### config.mk
export PLATFORM = sky130hd
export DESIGN_NAME = cs_dma_ctrl
export DESIGN_NICKNAME = d
export VERILOG_FILES = /design/src/rtl/dma_pkg.sv /design/src/rtl/dma_regfile.sv /design/src/rtl/dma_fsm.sv /design/src/rtl/dma_datapath.sv /design/src/rtl/cs_dma_ctrl.sv
export SDC_FILE = /design/constraint.sdc
export NUM_CORES = 1
export LEC_CHECK = 0
export ABC_CLOCK_PERIOD_IN_PS = 2530
export BUFFER_PORTS_ARGS = -buffer_cell sky130_fd_sc_hd__buf_2
export CAP_MARGIN = 20
export CELL_PAD_IN_SITES_DETAIL_PLACEMENT = 1
export CELL_PAD_IN_SITES_GLOBAL_PLACEMENT = 1
export CORE_MARGIN = 8
export CORE_UTILIZATION = 32
export DETAILED_ROUTE_END_ITERATION = 8
export PLACE_DENSITY_LB_ADDON = 0.1
export SLEW_MARGIN = 10
export SYNTH_ARGS = -nofsm -noshare
export SYNTH_HDL_FRONTEND = slang
export SYNTH_SLANG_ARGS = --single-unit
### constraint.sdc
create_clock -name clk -period 2.53 [get_ports clk]
set_input_delay 0.1265 -clock clk [delete_from_list [all_inputs] [get_ports clk]]
set_output_delay 0.1265 -clock clk [all_outputs]
set_load 0.005 [all_outputs]
### src/rtl/dma_pkg.sv
package dma_pkg;
    typedef enum logic [1:0] {
        ST_IDLE,
        ST_WAIT_DREQ,
        ST_REQ_BUS,
        ST_XFER
    } dma_state_e;

    localparam logic [1:0] REG_ADDR  = 2'd0;
    localparam logic [1:0] REG_COUNT = 2'd1;
    localparam logic [1:0] REG_CTRL  = 2'd2;
    localparam logic [1:0] REG_STAT  = 2'd3;

    localparam int CTRL_GO      = 0;
    localparam int CTRL_DIR     = 1;
    localparam int CTRL_DEV_LSB = 4;
    localparam int STAT_BUSY    = 0;
    localparam int STAT_DONE    = 1;
endpackage

### src/rtl/dma_regfile.sv
module dma_regfile
    import dma_pkg::*;
#(
    parameter int ADDR_W = 16,
    parameter int CNT_W  = 16,
    parameter int DEV_W  = 4,
    parameter int DATA_W = 16
) (
    input  logic              clk,
    input  logic              rst_n,
    input  logic              reg_wr,
    input  logic [1:0]        reg_sel,
    input  logic [DATA_W-1:0] reg_wdata,
    input  logic              busy,
    input  logic              step,
    input  logic              finish,
    output logic [ADDR_W-1:0] addr_q,
    output logic [CNT_W-1:0]  cnt_q,
    output logic              dir_q,
    output logic [DEV_W-1:0]  dev_q,
    output logic              done_q,
    output logic              go,
    output logic              last,
    output logic              cnt_zero,
    output logic [DATA_W-1:0] reg_rdata
);
    logic              wr_open;
    logic [ADDR_W-1:0] span;

    assign wr_open  = reg_wr && !busy;
    assign go       = wr_open && (reg_sel == REG_CTRL) && reg_wdata[CTRL_GO];
    assign cnt_zero = (cnt_q == '0);
    assign last     = (cnt_q == CNT_W'(1));
    assign span     = addr_q + ADDR_W'(cnt_q);

    always_ff @(posedge clk) begin
        if (!rst_n) begin
            addr_q <= '0;
        end else if (step) begin
            addr_q <= addr_q + ADDR_W'(1);
        end else if (wr_open && reg_sel == REG_ADDR) begin
            addr_q <= reg_wdata[ADDR_W-1:0];
        end
    end

    always_ff @(posedge clk) begin
        if (!rst_n) begin
            cnt_q <= '0;
        end else if (step) begin
            cnt_q <= cnt_q - CNT_W'(1);
        end else if (wr_open && reg_sel == REG_COUNT) begin
            cnt_q <= reg_wdata[CNT_W-1:0];
        end
    end

    always_ff @(posedge clk) begin
        if (!rst_n) begin
            dir_q <= 1'b0;
            dev_q <= '0;
        end else if (wr_open && reg_sel == REG_CTRL) begin
            dir_q <= reg_wdata[CTRL_DIR];
            dev_q <= reg_wdata[CTRL_DEV_LSB +: DEV_W];
        end
    end

    always_ff @(posedge clk) begin
        if (!rst_n) begin
            done_q <= 1'b0;
        end else if (finish) begin
            done_q <= 1'b1;
        end else if (reg_wr && reg_sel == REG_STAT) begin
            done_q <= 1'b0;
        end
    end

    always_comb begin
        reg_rdata = '0;
        unique case (reg_sel)
            REG_ADDR:  reg_rdata = DATA_W'(addr_q);
            REG_COUNT: reg_rdata = DATA_W'(cnt_q);
            REG_CTRL: begin
                reg_rdata[CTRL_DIR]               = dir_q;
                reg_rdata[CTRL_DEV_LSB +: DEV_W]  = dev_q;
            end
            REG_STAT: begin
                reg_rdata[STAT_BUSY] = busy;
                reg_rdata[STAT_DONE] = done_q;
            end
        endcase
    end

    // address plus remaining count is invariant while a job runs
    assert_span_fixed_R7: assert property (@(posedge clk) disable iff (!rst_n)
        (busy && $past(busy)) |-> (span == $past(span)));

    // programming registers frozen while busy
    assert_ctrl_frozen_R11: assert property (@(posedge clk) disable iff (!rst_n)
        busy |=> ($stable(dir_q) && $stable(dev_q)));
endmodule

### src/rtl/dma_fsm.sv
module dma_fsm
    import dma_pkg::*;
(
    input  logic clk,
    input  logic rst_n,
    input  logic go,
    input  logic cnt_zero,
    input  logic last,
    input  logic dreq,
    input  logic gnt,
    output logic busy,
    output logic bus_req,
    output logic step,
    output logic finish
);
    dma_state_e state_q, state_d;

    always_comb begin
        state_d = state_q;
        unique case (state_q)
            ST_IDLE:      if (go && !cnt_zero) state_d = ST_WAIT_DREQ;
            ST_WAIT_DREQ: if (dreq) state_d = ST_REQ_BUS;
            ST_REQ_BUS:   if (gnt) state_d = ST_XFER;
            ST_XFER: begin
                if (!gnt)      state_d = ST_REQ_BUS;
                else if (last) state_d = ST_IDLE;
                else           state_d = ST_WAIT_DREQ;
            end
        endcase
    end

    always_ff @(posedge clk) begin
        if (!rst_n) state_q <= ST_IDLE;
        else        state_q <= state_d;
    end

    always_comb begin
        busy    = (state_q != ST_IDLE);
        bus_req = (state_q == ST_REQ_BUS) || (state_q == ST_XFER);
        step    = (state_q == ST_XFER) && gnt;
        finish  = (go && cnt_zero && state_q == ST_IDLE) || (step && last);
    end

    // zero-length go never leaves idle
    assert_zero_len_idle_R10: assert property (@(posedge clk) disable iff (!rst_n)
        (go && cnt_zero) |=> (state_q == ST_IDLE));

    // bus request rises only after a sampled peripheral request
    assert_req_after_dreq_R2: assert property (@(posedge clk) disable iff (!rst_n)
        $rose(bus_req) |-> $past(dreq));
endmodule

### src/rtl/dma_datapath.sv
module dma_datapath #(
    parameter int ADDR_W = 16,
    parameter int DEV_W  = 4,
    parameter int DATA_W = 16
) (
    input  logic              step,
    input  logic              dir,
    input  logic [ADDR_W-1:0] addr_q,
    input  logic [DEV_W-1:0]  dev_q,
    input  logic [DATA_W-1:0] mem_rdata,
    input  logic [DATA_W-1:0] dev_rdata,
    output logic [ADDR_W-1:0] mem_addr,
    output logic              mem_we,
    output logic              mem_re,
    output logic [DATA_W-1:0] mem_wdata,
    output logic [DATA_W-1:0] dev_wdata,
    output logic [DEV_W-1:0]  dev_sel
);
    always_comb begin
        mem_addr  = step ? addr_q : '0;
        mem_we    = step && !dir;
        mem_re    = step && dir;
        mem_wdata = (step && !dir) ? dev_rdata : '0;
        dev_wdata = (step && dir) ? mem_rdata : '0;
        dev_sel   = dev_q;
    end
endmodule

### src/rtl/cs_dma_ctrl.sv
module cs_dma_ctrl
    import dma_pkg::*;
#(
    parameter int ADDR_W = 16,
    parameter int CNT_W  = 16,
    parameter int DEV_W  = 4,
    parameter int DATA_W = 16
) (
    input  logic              clk,
    input  logic              rst_n,
    input  logic              reg_wr,
    input  logic [1:0]        reg_sel,
    input  logic [DATA_W-1:0] reg_wdata,
    output logic [DATA_W-1:0] reg_rdata,
    output logic              bus_req,
    input  logic              bus_gnt,
    output logic [ADDR_W-1:0] mem_addr,
    output logic              mem_we,
    output logic              mem_re,
    output logic [DATA_W-1:0] mem_wdata,
    input  logic [DATA_W-1:0] mem_rdata,
    input  logic              dev_dreq,
    output logic              dev_ack,
    output logic [DEV_W-1:0]  dev_sel,
    input  logic [DATA_W-1:0] dev_rdata,
    output logic [DATA_W-1:0] dev_wdata,
    output logic              irq
);
    logic              busy, step, finish, go, last, cnt_zero, dir_q, done_q;
    logic [ADDR_W-1:0] addr_q;
    logic [CNT_W-1:0]  cnt_q;
    logic [DEV_W-1:0]  dev_q;

    dma_regfile #(.ADDR_W(ADDR_W), .CNT_W(CNT_W), .DEV_W(DEV_W), .DATA_W(DATA_W)) u_regs (
        .clk(clk), .rst_n(rst_n), .reg_wr(reg_wr), .reg_sel(reg_sel),
        .reg_wdata(reg_wdata), .busy(busy), .step(step), .finish(finish),
        .addr_q(addr_q), .cnt_q(cnt_q), .dir_q(dir_q), .dev_q(dev_q),
        .done_q(done_q), .go(go), .last(last), .cnt_zero(cnt_zero),
        .reg_rdata(reg_rdata)
    );

    dma_fsm u_fsm (
        .clk(clk), .rst_n(rst_n), .go(go), .cnt_zero(cnt_zero), .last(last),
        .dreq(dev_dreq), .gnt(bus_gnt), .busy(busy), .bus_req(bus_req),
        .step(step), .finish(finish)
    );

    dma_datapath #(.ADDR_W(ADDR_W), .DEV_W(DEV_W), .DATA_W(DATA_W)) u_path (
        .step(step), .dir(dir_q), .addr_q(addr_q), .dev_q(dev_q),
        .mem_rdata(mem_rdata), .dev_rdata(dev_rdata), .mem_addr(mem_addr),
        .mem_we(mem_we), .mem_re(mem_re), .mem_wdata(mem_wdata),
        .dev_wdata(dev_wdata), .dev_sel(dev_sel)
    );

    assign dev_ack = step;
    assign irq     = done_q;

    // memory strobes only under grant
    assert_strobe_granted_R3: assert property (@(posedge clk) disable iff (!rst_n)
        (mem_we || mem_re) |-> bus_gnt);

    // acknowledge lasts a single cycle
    assert_ack_single_R3: assert property (@(posedge clk) disable iff (!rst_n)
        dev_ack |=> !dev_ack);

    // bus handed back after every word
    assert_release_R4: assert property (@(posedge clk) disable iff (!rst_n)
        dev_ack |=> !bus_req);

    // interrupt appears only once the job has ended
    assert_irq_idle_R8: assert property (@(posedge clk) disable iff (!rst_n)
        $rose(irq) |-> !bus_req);
endmodule

After elaboration in Yosys (flattened, before gate mapping)
Cells that the tools add are included.
{ "word_totals": {"reg_bits": 40, "in_bits": 55} }
{ "classes": {"addsub": 2, "n_eq_ne": 10, "mux": 20, "reduce_logical": 26} }
{ "ops": {"columns": ["operator", "n"], "rows": [
  ["$mux W16", 7],
  ["$add A16 B1 Y16 const B", 1],
  ["$eq A16 B1 Y1 const B", 1],
  ["$logic_not A16 Y1", 1],
  ["$pmux W8 S2", 1],
  ["$sub A16 B1 Y16 const B", 1],
  ["$logic_and A1 B1 Y1", 13],
  ["$pmux W4 S3", 1],
  ["$eq A2 B2 Y1 const B", 4],
  ["$mux W2", 4],
  ["$pmux W2 S4", 1],
  ["$reduce_bool A2 Y1", 4],
  ["$eq A2 B1 Y1 const B", 2],
  ["$logic_not A2 Y1", 2],
  ["$ne A2 B2 Y1 const B", 2],
  ["$pmux W1 S4", 1],
  ["$pmux W2 S2", 1],
  ["$logic_not A1 Y1", 3],
  ["$mux W1", 3],
  ["$pmux W1 S3", 1],
  ["$reduce_and A3 Y1", 1],
  ["$logic_or A1 B1 Y1", 2],
  ["$ne A2 B1 Y1 const B", 1]
]} }

Depth between registers and ports, before layout
Gate-level depths: netlist of the first run.
{ "depth": {"word_depth": 9, "depth_mapped": 7, "mapped_depth_nobuf": 6} }

Modules after synthesis
Synthesis of the first run repeated with hierarchy kept, for this count alone.
{ "hier_totals": {"cells_unflattened": 378, "hier_area_um2": 2986.6} }
{ "modules_own_cells": {"columns": ["mod", "instances", "cells_per_inst", "area_each_um2", "seq_area_each_um2"], "rows": [
  ["dma_regfile", 1, 299, 2432.3, 760.7],
  ["dma_datapath", 1, 62, 427.9, 0.0],
  ["dma_fsm", 1, 17, 126.4, 40.0]
]} }

Worst setup path before layout of the first run
Ideal clock, no wire load.
{ "synth_path": {"path_kind": "flip-flop to flip-flop", "startpoint": "reg u_regs.cnt_q[4]", "endpoint": "reg u_regs.cnt_q[12]", "t_arrival_ns": 2.045, "setup_slack_ns": 0.365, "stages_incl_launch_ff": 7, "n_path_buf": 1, "synth_period_minus_slack_ns": 2.165, "path_cell_list": "dfxtp_1 or3_1 clkbuf_2 or2_4 or4_4 and3_4 o31a_1"} }
{ "synth_between": {"elab_chain_len": 2} }
{ "synth_lines": {"columns": ["element", "line", "source"], "rows": [
  ["start, declared", "dma_regfile.sv:18", "output logic [CNT_W-1:0] cnt_q,"],
  ["start signal, assigned", "dma_regfile.sv:50", "cnt_q <= cnt_q - CNT_W'(1);"],
  ["start signal, assigned", "dma_regfile.sv:52", "cnt_q <= reg_wdata[CNT_W-1:0];"],
  ["$sub A16 B1 Y16", "dma_regfile.sv:50", null],
  ["$mux W16", "dma_regfile.sv:49", "end else if (step) begin"]
]} }
Every way passes these cells.
A chain may end at the register's enable or synchronous reset.

Worst setup path in the final report of the first run
{ "layout_path": {"startpoint": "reg u_regs.cnt_q[4]", "endpoint": "reg u_fsm.state_q[1]"} }
{ "layout_between": {"elab_chain_len": 5} }
{ "layout_lines": {"columns": ["element", "line", "source"], "rows": [
  ["$logic_not A16 Y1", "dma_regfile.sv:32", "assign cnt_zero = (cnt_q == '0);"],
  ["$logic_not A1 Y1", "dma_fsm.sv:21", "ST_IDLE: if (go && !cnt_zero) state_d = ST_WAIT_DREQ;"],
  ["$logic_and A1 B1 Y1", "dma_fsm.sv:21", null],
  ["$ne A2 B1 Y1 (no line)", null, null],
  ["$reduce_and A3 Y1 (no line)", null, null],
  ["end signal, assigned", "dma_fsm.sv:34", "else state_q <= state_d;"],
  ["end, declared", "dma_fsm.sv:16", "dma_state_e state_q, state_d;"]
]} }
Every way passes these cells.

==> results of run 1 <==
cell families after synthesis:
group	after synthesis	share of synthesized area, %
muxes	18	7.166
xor gates and xnor gates	4	1.286
DFF	40	29.40
adders and majority gates	3	1.378
AOI/OAI and AO/OA	95	21.73
and+or+nand+nor	179	33.95
buffers and inverters	36	5.099
worst paths after layout:
| kind | startpoint | endpoint | slack, ps | cells after the start |
|---|---|---|---|---|
| max | u_regs.cnt_q[4] | u_fsm.state_q[1] | 240 | 5 |
| min | reg_wdata[9] | u_regs.cnt_q[9] | 100 | 3 |
| max reg2reg | u_regs.cnt_q[4] | u_fsm.state_q[1] | 240 | 5 |
| min reg2reg | u_regs.dev_q[0] | u_regs.dev_q[0] | 480 | 2 |
worst reg2reg max path, delay by kind of cell, from the launching register on:
kind               cells  cell delay (ps)
DFF                    1              370
AOI/OAI and AO/OA      3              560
and+or+nand+nor        2             1270
report_power, final:
part           switching [uW]  internal, uW
registers                37.1           653
logic                     127           101
clock network             246           222
total                     411           976
cell type report:
class                           instances  area share, %
Clock buffer                            7          2.413
Clock inverter                          1         0.2099
Inverter                                9         0.9444
Multi-Input combinational cell        299          49.88
Sequential cell                        40          22.39
Tap cell                              105          3.673
Timing Repair Buffer                  140          20.50
metrics by stage:
| stage | std cells | total power, uW | area, um2 | hold WS (ps) | setup WS, ps |
|---|---|---|---|---|---|
| floorplan | 375 | 819.9 | 2724 | 262.5 | 365.1 |
| global placement | 593 | 928.0 | 3483 | 404.4 | 284.3 |
| detailed placement | 593 | 934.2 | 3483 | 416.7 | 231.6 |
| CTS | 601 | 1398 | 3577 | 99.95 | 235.8 |
| global route | 601 | 1461 | 3577 | 128.5 | 110.9 |
| finish | 601 | 1387 | 3577 | 97.41 | 244.4 |
cell usage after synthesis, drive strengths merged (6+ instances only):
| cell type | number |
|---|---|
| a21oi | 39 |
| and2 | 33 |
| and3 | 22 |
| clkbuf | 23 |
| dfxtp | 40 |
| inv | 8 |
| mux2i | 15 |
| nand2 | 34 |
| nand3 | 23 |
| nor2 | 40 |
| nor3 | 6 |
| nor4 | 7 |
| o21ai | 17 |
registers in the layout, indices dropped and copies added, names as in the netlist:
| register | flops |
|---|---|
| u_regs.done_q | 1 |
| u_regs.addr_q | 16 |
| u_fsm.state_q | 2 |
| u_regs.dev_q | 4 |
| u_regs.cnt_q | 16 |
| u_regs.dir_q | 1 |
per-layer routing:
layer | share of wire (%) | routed length (um) | up-vias | track usage, %
li1 | - | - | 1591 | -
met4 | 0.56 | 64 | 0 | 3.812
met5 | 0 | 0 | - | 0
met1 | 44 | 4988 | 1551 | 24.76
met3 | 6.3 | 716 | 6 | 3.331
met2 | 49 | 5635 | 79 | 32.17
==> summary.txt, run 1 <==
Finish
  – Sequential cell area in the final layout: 800.8 um2
  – Area used by multi-input combinational logic: about 1800 um2
  – Fillcell total: 1110
  – Inserted Diodes: 0
  – Total number of nets in the final design: 553
  – Most used cells in the layout excluding fill and tap cells: buf_2, nor2_1, dfxtp_1
  – Syn-to-layout area delta: 31.33%
  – Core utilization of the finished layout: 43.54%
  – Fraction of layout instances using a drive strength above 1: 31.65%
  – Most common cell after layout, fill and taps aside: buf_2

Timing
  – Period utilization: between 90 and 100%
  – Final setup skew: between 10 and 15 ps
  – Sum of negative setup slack: 0 ps
  – Slew headroom: 51.98%
  – Fin crit period: 2286 ps
  – Pin slew with the least headroom to its limit: 717.6 ps
  – Final setup violation count: 0
  – Fin. Hold Viols: 0
  – Max Slew Vio Count: 0
  – Maximum clock frequency: 0.4375 GHz
  – Unrepaired setup endpoints after global routing: no

Yosys
  – Avg Cell Area, Syn: 7.264 um2
  – Synth async-reset ratio: 0%
  – EDFF count, synth: 0
  – Unique masters post-synth: 51
  – Fraction of the yosys area taken by sequential cells: 29.40%
  – Fraction of synthesized cell area taken by the top area cell type: 29.40%
  – Leading area contributor after synthesis: dfxtp_1
  – Top cells by area, synth: dfxtp_1, and2_1, a21oi_1
  – Total standard cell area after synthesis: about 2700 um2
  – Main flop type after synthesis: dfxtp_1
  – Number of instances in the synthesized netlist: 375
  – Total nets after synthesis: 433
  – Synth warnings: 0
  – Register bit count reported by yosys: 40

Global routing
  – Number of antenna violations at the first check in global routing: 0
  – Vias in the first global route: 3290
  – Remaining global-route overflow: 0
  – Maximum number of pins on one net before global-route repair: 29
  – GRT Total Usage: 19.03%
  – Global-route wire length before repair: 17870 um

Placed design
  – Hpwl dp: about 9000 um
  – Weighted congestion at the end of routability-driven global placement: 0.8350
  – Number of buffers added on ports: 127

Pwr
  – Pwr dens: 387.7 nW/um2
  – Static Leakage: around 0.0017 uW
  – Worst supply voltage drop on vdd: 190.0 uV

Drt
  – Total wire length after detailed routing: 11410 um
  – Post-detailed-route via-to-cell ratio: around 5.4
  – Detailed Route Iter0 Violations: 97
  – Post-route antenna net violation count: 0
  – Vias after detailed routing: 3227
  – WL/cell: 18.98 um
  – Detailed Routing Iterations Pass 1: 4
  – Number of DRC violations after detailed routing: 0

Worst setup path
  – Critical-path cell list: or3_1, or4_2, o2111ai_1, a21oi_1, o21a_1
  – Delay of the slowest critical-path stage: 770 ps
  – Element type at the critical path end: register
  – CP Class: reg2reg
  – Critical path fanouts, max: 8
  – Kind of launch point of the worst setup path: register
  – Crit path max-delay family: simple AND/OR/NAND/NOR gates
  – Cell with the largest stage delay on the worst path: or4_2
  – Arrival time of data at the critical path endpoint: 2480 ps
  – Critical path buffer and inverter count: 0
  – Required time worst endpoint: 2730 ps

Die
  – Die outline area: 11720 um2
  – I/O pin cnt: 128
  – Core area: 8217 um2
  – Chip Width: 108.3 um
  – Number of placement rows: 33
  – Starting density of the core: 33.15%
  – Height of the die: 108.3 um

Clock network
  – Resized cells post-CTS: 0
  – Hold-fix buffers at CTS: 0
  – Number of buffers added for setup after CTS: 0
  – Number of CTS-inserted buffers: 5
  – CTS tree: done
  – Clock insertion delay at the later pin of the skew report: around 300 ps
  – Buffer levels on the longest clock path: 2
  – CTS H-tree lvls: 2
  – Clock sink count: 40
  – CTS clock-pin slew for the worst setup and hold paths: roughly 90 ps
  – CTS Root Cell: clkbuf_8

Outcome
  – Result of the run: completed

Hold path
  – Class of the worst hold path: in2reg

Flow run
  – Max-cap viol count: 0
Power figures use the tool's default switching activity.
==> run 2: changes to the inputs <==
Settings changed: BUFFER_PORTS_ARGS -buffer_cell sky130_fd_sc_hd__buf_2 to default, CORE_UTILIZATION 32 to 43, DONT_BUFFER_PORTS from default to 1.
==> summary.txt, run 2 (synthesis gave the netlist of run 1 again) <==
Outcome
  – Result of the run: completed

Worst setup path
  – Crit path max-delay family: simple AND/OR/NAND/NOR gates
  – Critical path fanouts, max: 8
  – Delay of the slowest critical-path stage: 780 ps
  – Cell with the largest stage delay on the worst path: or4_2
  – Kind of launch point of the worst setup path: register
  – Critical-path cell list: or3_1, or4_2, o2111ai_1, a21oi_1, o21a_1
  – CP Class: reg2reg
  – Element type at the critical path end: register
  – Required time worst endpoint: ~2700 ps
  – Critical path buffer and inverter count: 0
  – Arrival time of data at the critical path endpoint: 2520 ps

Global routing
  – Remaining global-route overflow: 0
  – Global-route wire length before repair: 15390 um
  – Number of antenna violations at the first check in global routing: 0
  – Maximum number of pins on one net before global-route repair: 45
  – Vias in the first global route: 2809
  – GRT Total Usage: 21.69%

Clock network
  – Buffer levels on the longest clock path: 2
  – CTS H-tree lvls: 2
  – CTS tree: done
  – Clock sink count: 40
  – CTS clock-pin slew for the worst setup and hold paths: 80 ps
  – Number of CTS-inserted buffers: 5
  – Clock insertion delay at the later pin of the skew report: 300 ps
  – Number of buffers added for setup after CTS: 0
  – CTS Root Cell: clkbuf_8

Die
  – I/O pin cnt: 128
  – Core area: approximately 6200 um2
  – Starting density of the core: 43.64%
  – Die outline area: 9137 um2
  – Height of the die: ~96 um
  – Number of placement rows: 29
  – Chip Width: 95.59 um

Timing
  – Pin slew with the least headroom to its limit: 727.5 ps
  – Maximum clock frequency: 0.4281 GHz
  – Unrepaired setup endpoints after global routing: no
  – Sum of negative setup slack: 0 ps
  – Final setup violation count: 0
  – Period utilization: 92.33%
  – Smallest hold slack: approximately 0.42 ps
  – Final setup skew: 5.609 ps
  – Fin crit period: between 2000 and 2500 ps
  – Fin. Hold Viols: 0
  – Slew headroom: 51.32%
  – Max Slew Vio Count: 0

Drt
  – Detailed Route Iter0 Violations: 126
  – Total wire length after detailed routing: between 10000 and 15000 um
  – WL/cell: between 20 and 25 um
  – Post-detailed-route via-to-cell ratio: 6.256
  – Detailed Routing Iterations Pass 1: 5
  – Post-route antenna net violation count: 0
  – Number of DRC violations after detailed routing: 0
  – Vias after detailed routing: about 2800

Finish
  – Most used cells in the layout excluding fill and tap cells: nor2_1, dfxtp_1, a21oi_1
  – Registers with the most flip-flops: u_regs.addr_q (16), u_regs.cnt_q (16), u_regs.dev_q (4)
  – Fillcell total: ~800
  – Syn-to-layout area delta: 9.922%
  – Core utilization of the finished layout: a little under half
  – Total number of nets in the final design: 434
  – Inserted Diodes: 0
  – Post-route design area: 2994 um2
  – Fraction of layout instances using a drive strength above 1: 7.447%

Pwr
  – Pwr dens: 444.8 nW/um2
  – Worst supply voltage drop on vdd: between 150 and 200 uV
  – Static Leakage: 0.001163 uW

Hold path
  – Class of the worst hold path: in2reg

Flow run
  – Max-cap viol count: 0

Placed design
  – Hpwl dp: 7785 um
  – Number of buffers added on ports: 0
  – Weighted congestion at the end of routability-driven global placement: 0.8762
  – Area after DPL: 2798 um2
==> run 2: metrics by stage <==
step,power (uW),setup WS (ps),instances
2_1_floorplan,819.9,365.1,375
3_3_place_gp,848.4,302.2,436
3_5_place_dp,853.4,234.3,436
4_1_cts,1336,210.7,452
5_1_grt,1388,112.8,453
6_report,1332,194.0,453
==> run 2: routing by layer <==
| layer | track usage [%] | wire, um | vias up |
|---|---|---|---|
| li1 | - | - | 1345 |
| met1 | 27.33 | 4444 | 1398 |
| met2 | 36.40 | 5177 | 79 |
| met3 | 4.488 | 576 | 12 |
| met4 | 6.018 | 153 | 0 |
| met5 | 0 | 0 | - |
==> run 2: cell type report <==
cell class                 count  area [um2]  share of cell area, %
multi-input combinational    299        1784                  59.59
sequential                    40       800.8                  26.74
timing repair buffer          21       182.7                  6.101
clock buffer                   7       96.34                  3.218
tap                           77       96.34                  3.218
inverter                       9       33.78                  1.128
==> run 2: power breakdown <==
part	internal (uW)	switching, uW	leakage [uW]
clock network	243	231	0.0000503
logic	73.2	93.5	0.000788
registers	653	37.6	0.000325
total	970	362	0.00116
==> run 2: final timing paths <==
kind | slack [ps] | cells past startpoint | from | to
min reg2reg | 500 | 2 | u_regs.dev_q[1] | u_regs.dev_q[1]
max | 190 | 5 | u_regs.cnt_q[4] | u_fsm.state_q[1]
max reg2reg | 190 | 5 | u_regs.cnt_q[4] | u_fsm.state_q[1]
min | 0.4 | 2 | reg_wdata[11] | u_regs.addr_q[11]
==> run 2: timing repair <==
item,in CTS,in global routing
gates resized for setup,0,0
hold buffers,9,1
endpoints found under the hold margin,16,1
setup endpoints to repair,0,0
==> run 2: worst register-to-register path: cells and delay by family (launching register included) <==
kind,cells,cell delay [ps]
AO/OA/AOI/OAI,3,580
flip-flops,1,370
AND/OR/NAND/NOR,2,1290
==> run 3: changes to the inputs <==
Settings changed: PLACE_DENSITY from default to 0.84, PLACE_DENSITY_LB_ADDON 0.1 to default.
==> summary.txt, run 3 (synthesis gave the netlist of run 1 again) <==
Outcome
  – Result of the run: complete, but fails checks
  – Violated checks: negative hold slack

Drt
  – Number of DRC violations after detailed routing: 0
  – Post-detailed-route via-to-cell ratio: 6.268
  – Detailed Routing Iterations Pass 1: 4
  – WL/cell: 22.76 um
  – Post-route antenna net violation count: 0
  – Detailed Route Iter0 Violations: 142
  – Total wire length after detailed routing: 10360 um
  – Vias after detailed routing: 2852

Pwr
  – Pwr dens: 428.6 nW/um2
  – Static Leakage: about 0.0012 uW
  – Worst supply voltage drop on vdd: 175.2 uV

Global routing
  – GRT Total Usage: 21.99%
  – Number of antenna violations at the first check in global routing: 0
  – Met2 usage in global routing: 35.60%
  – Most Crowded Layer GR: met2
  – Met3 GRT Util: 6.142%
  – M1 GR Usage: 27.89%
  – Remaining global-route overflow: 0
  – Global-route wire length before repair: 15810 um
  – Vias in the first global route: 2889
  – Maximum number of pins on one net before global-route repair: 34

Clock network
  – CTS tree: done
  – Buffer levels on the longest clock path: 2
  – Resized cells post-CTS: 0
  – Hold-fix buffers at CTS: 10
  – Number of CTS-inserted buffers: 5
  – Number of buffers added for setup after CTS: 0
  – Clock insertion delay at the later pin of the skew report: around 300 ps
  – CTS H-tree lvls: 2
  – CTS Root Cell: clkbuf_8
  – Clock sink count: 40
  – CTS clock-pin slew for the worst setup and hold paths: 90 ps

Hold path
  – Hold depth: 2
  – Class of the worst hold path: in2reg
  – Hold endpoint: u_regs.dev_q[0]
  – Hold Crit Start: reg_sel[1]

Finish
  – Sequential cell area in the final layout: 800.8 um2
  – Fillcell total: 819
  – Post-route insts no fill: 455
  – Area used by multi-input combinational logic: 1784 um2
  – Core utilization of the finished layout: 47.92%
  – Most used cells in the layout excluding fill and tap cells: nor2_1, dfxtp_1, a21oi_1
  – Post-route design area: roughly 3000 um2
  – Registers with the most flip-flops: u_regs.addr_q (16), u_regs.cnt_q (16), u_regs.dev_q (4)
  – Total number of nets in the final design: between 400 and 500
  – Syn-to-layout area delta: 9.784%
  – Fraction of layout instances using a drive strength above 1: approximately 7.7%
  – Inserted Diodes: 0

Timing
  – Maximum clock frequency: 0.4220 GHz
  – Pin slew with the least headroom to its limit: 724.8 ps
  – Final setup violation count: 0
  – Fin crit period: 2370 ps
  – Final setup skew: about 10 ps
  – Smallest hold slack: -4.951 ps
  – Max Slew Vio Count: 0
  – Sum of negative setup slack: 0 ps
  – Period utilization: 93.67%
  – Fin. Hold Viols: 1
  – Unrepaired setup endpoints after global routing: no
  – Slew headroom: approximately half

Die
  – Die outline area: 9137 um2
  – Core area: 6241 um2
  – Height of the die: 95.59 um
  – I/O pin cnt: between 100 and 150
  – Starting density of the core: 43.64%
  – Chip Width: roughly 96 um
  – Number of placement rows: 29

Worst setup path
  – Arrival time of data at the critical path endpoint: 2560 ps
  – Required time worst endpoint: 2720 ps
  – Slack of the worst reg-to-reg path: 160 ps
  – R2R Path Start: u_regs.cnt_q[4]
  – Kind of launch point of the worst setup path: register
  – Start point of the critical path: u_regs.cnt_q[4]
  – Element type at the critical path end: register
  – Reg2reg end: u_fsm.state_q[0]
  – Critical path fanouts, max: 8
  – CP Class: reg2reg
  – Cell depth of the worst flop-to-flop path: 5

Placed design
  – Dpl cells: 438
  – Weighted congestion at the end of routability-driven global placement: 0.8403
  – Area after DPL: 2813 um2
  – Number of buffers added on ports: 0
  – Hpwl dp: 7662 um

Flow run
  – Max-cap viol count: 0
run 3: final cells by class:
type                    count  share of cell area [%]
multi-input cells         299                   59.67
well taps                  77                   3.222
inverters                   9                   1.130
flip-flops and latches     40                   26.78
clock buffers               6                   2.427
repair buffers             23                   6.611
clock inverters             1                  0.1674
run 3: worst max-delay path: stages, from the launching register on:
cell and delay, ps:
dfxtp_1 370, or3_1 520, or4_2 790, o2111ai_1 310, a21oi_1 120, o21a_1 170
run 3: per-stage QoR:
step	setup slack [ps]	total power, uW
2_1_floorplan	365.1	819.9
3_3_place_gp	306.3	844.9
3_5_place_dp	201.3	852.7
4_1_cts	184.3	1286
5_1_grt	89.11	1328
6_report	160.2	1282
run 3: power breakdown:
group | switching [uW] | leakage, uW | internal, uW
Sequential | 37.2 | 0.000325 | 653
Combinational | 93.2 | 0.000797 | 72.9
Clock | 237 | 0.0000410 | 188
run 3: how the worst max path moves through the flow:
stage                             to  depth (start not counted)
floorplan           u_regs.cnt_q[12]                          6
CTS                 u_fsm.state_q[0]                          5
global placement    u_fsm.state_q[0]                          5
detailed placement  u_fsm.state_q[0]                          5
global route        u_fsm.state_q[1]                          5
finish              u_fsm.state_q[0]                          5
run 3: routing by layer:
layer  up-vias  wire (um)
li1       1347          -
met1      1395       4228
met2       102       5146
met3         8        886
met4         0         94
met5         -          0
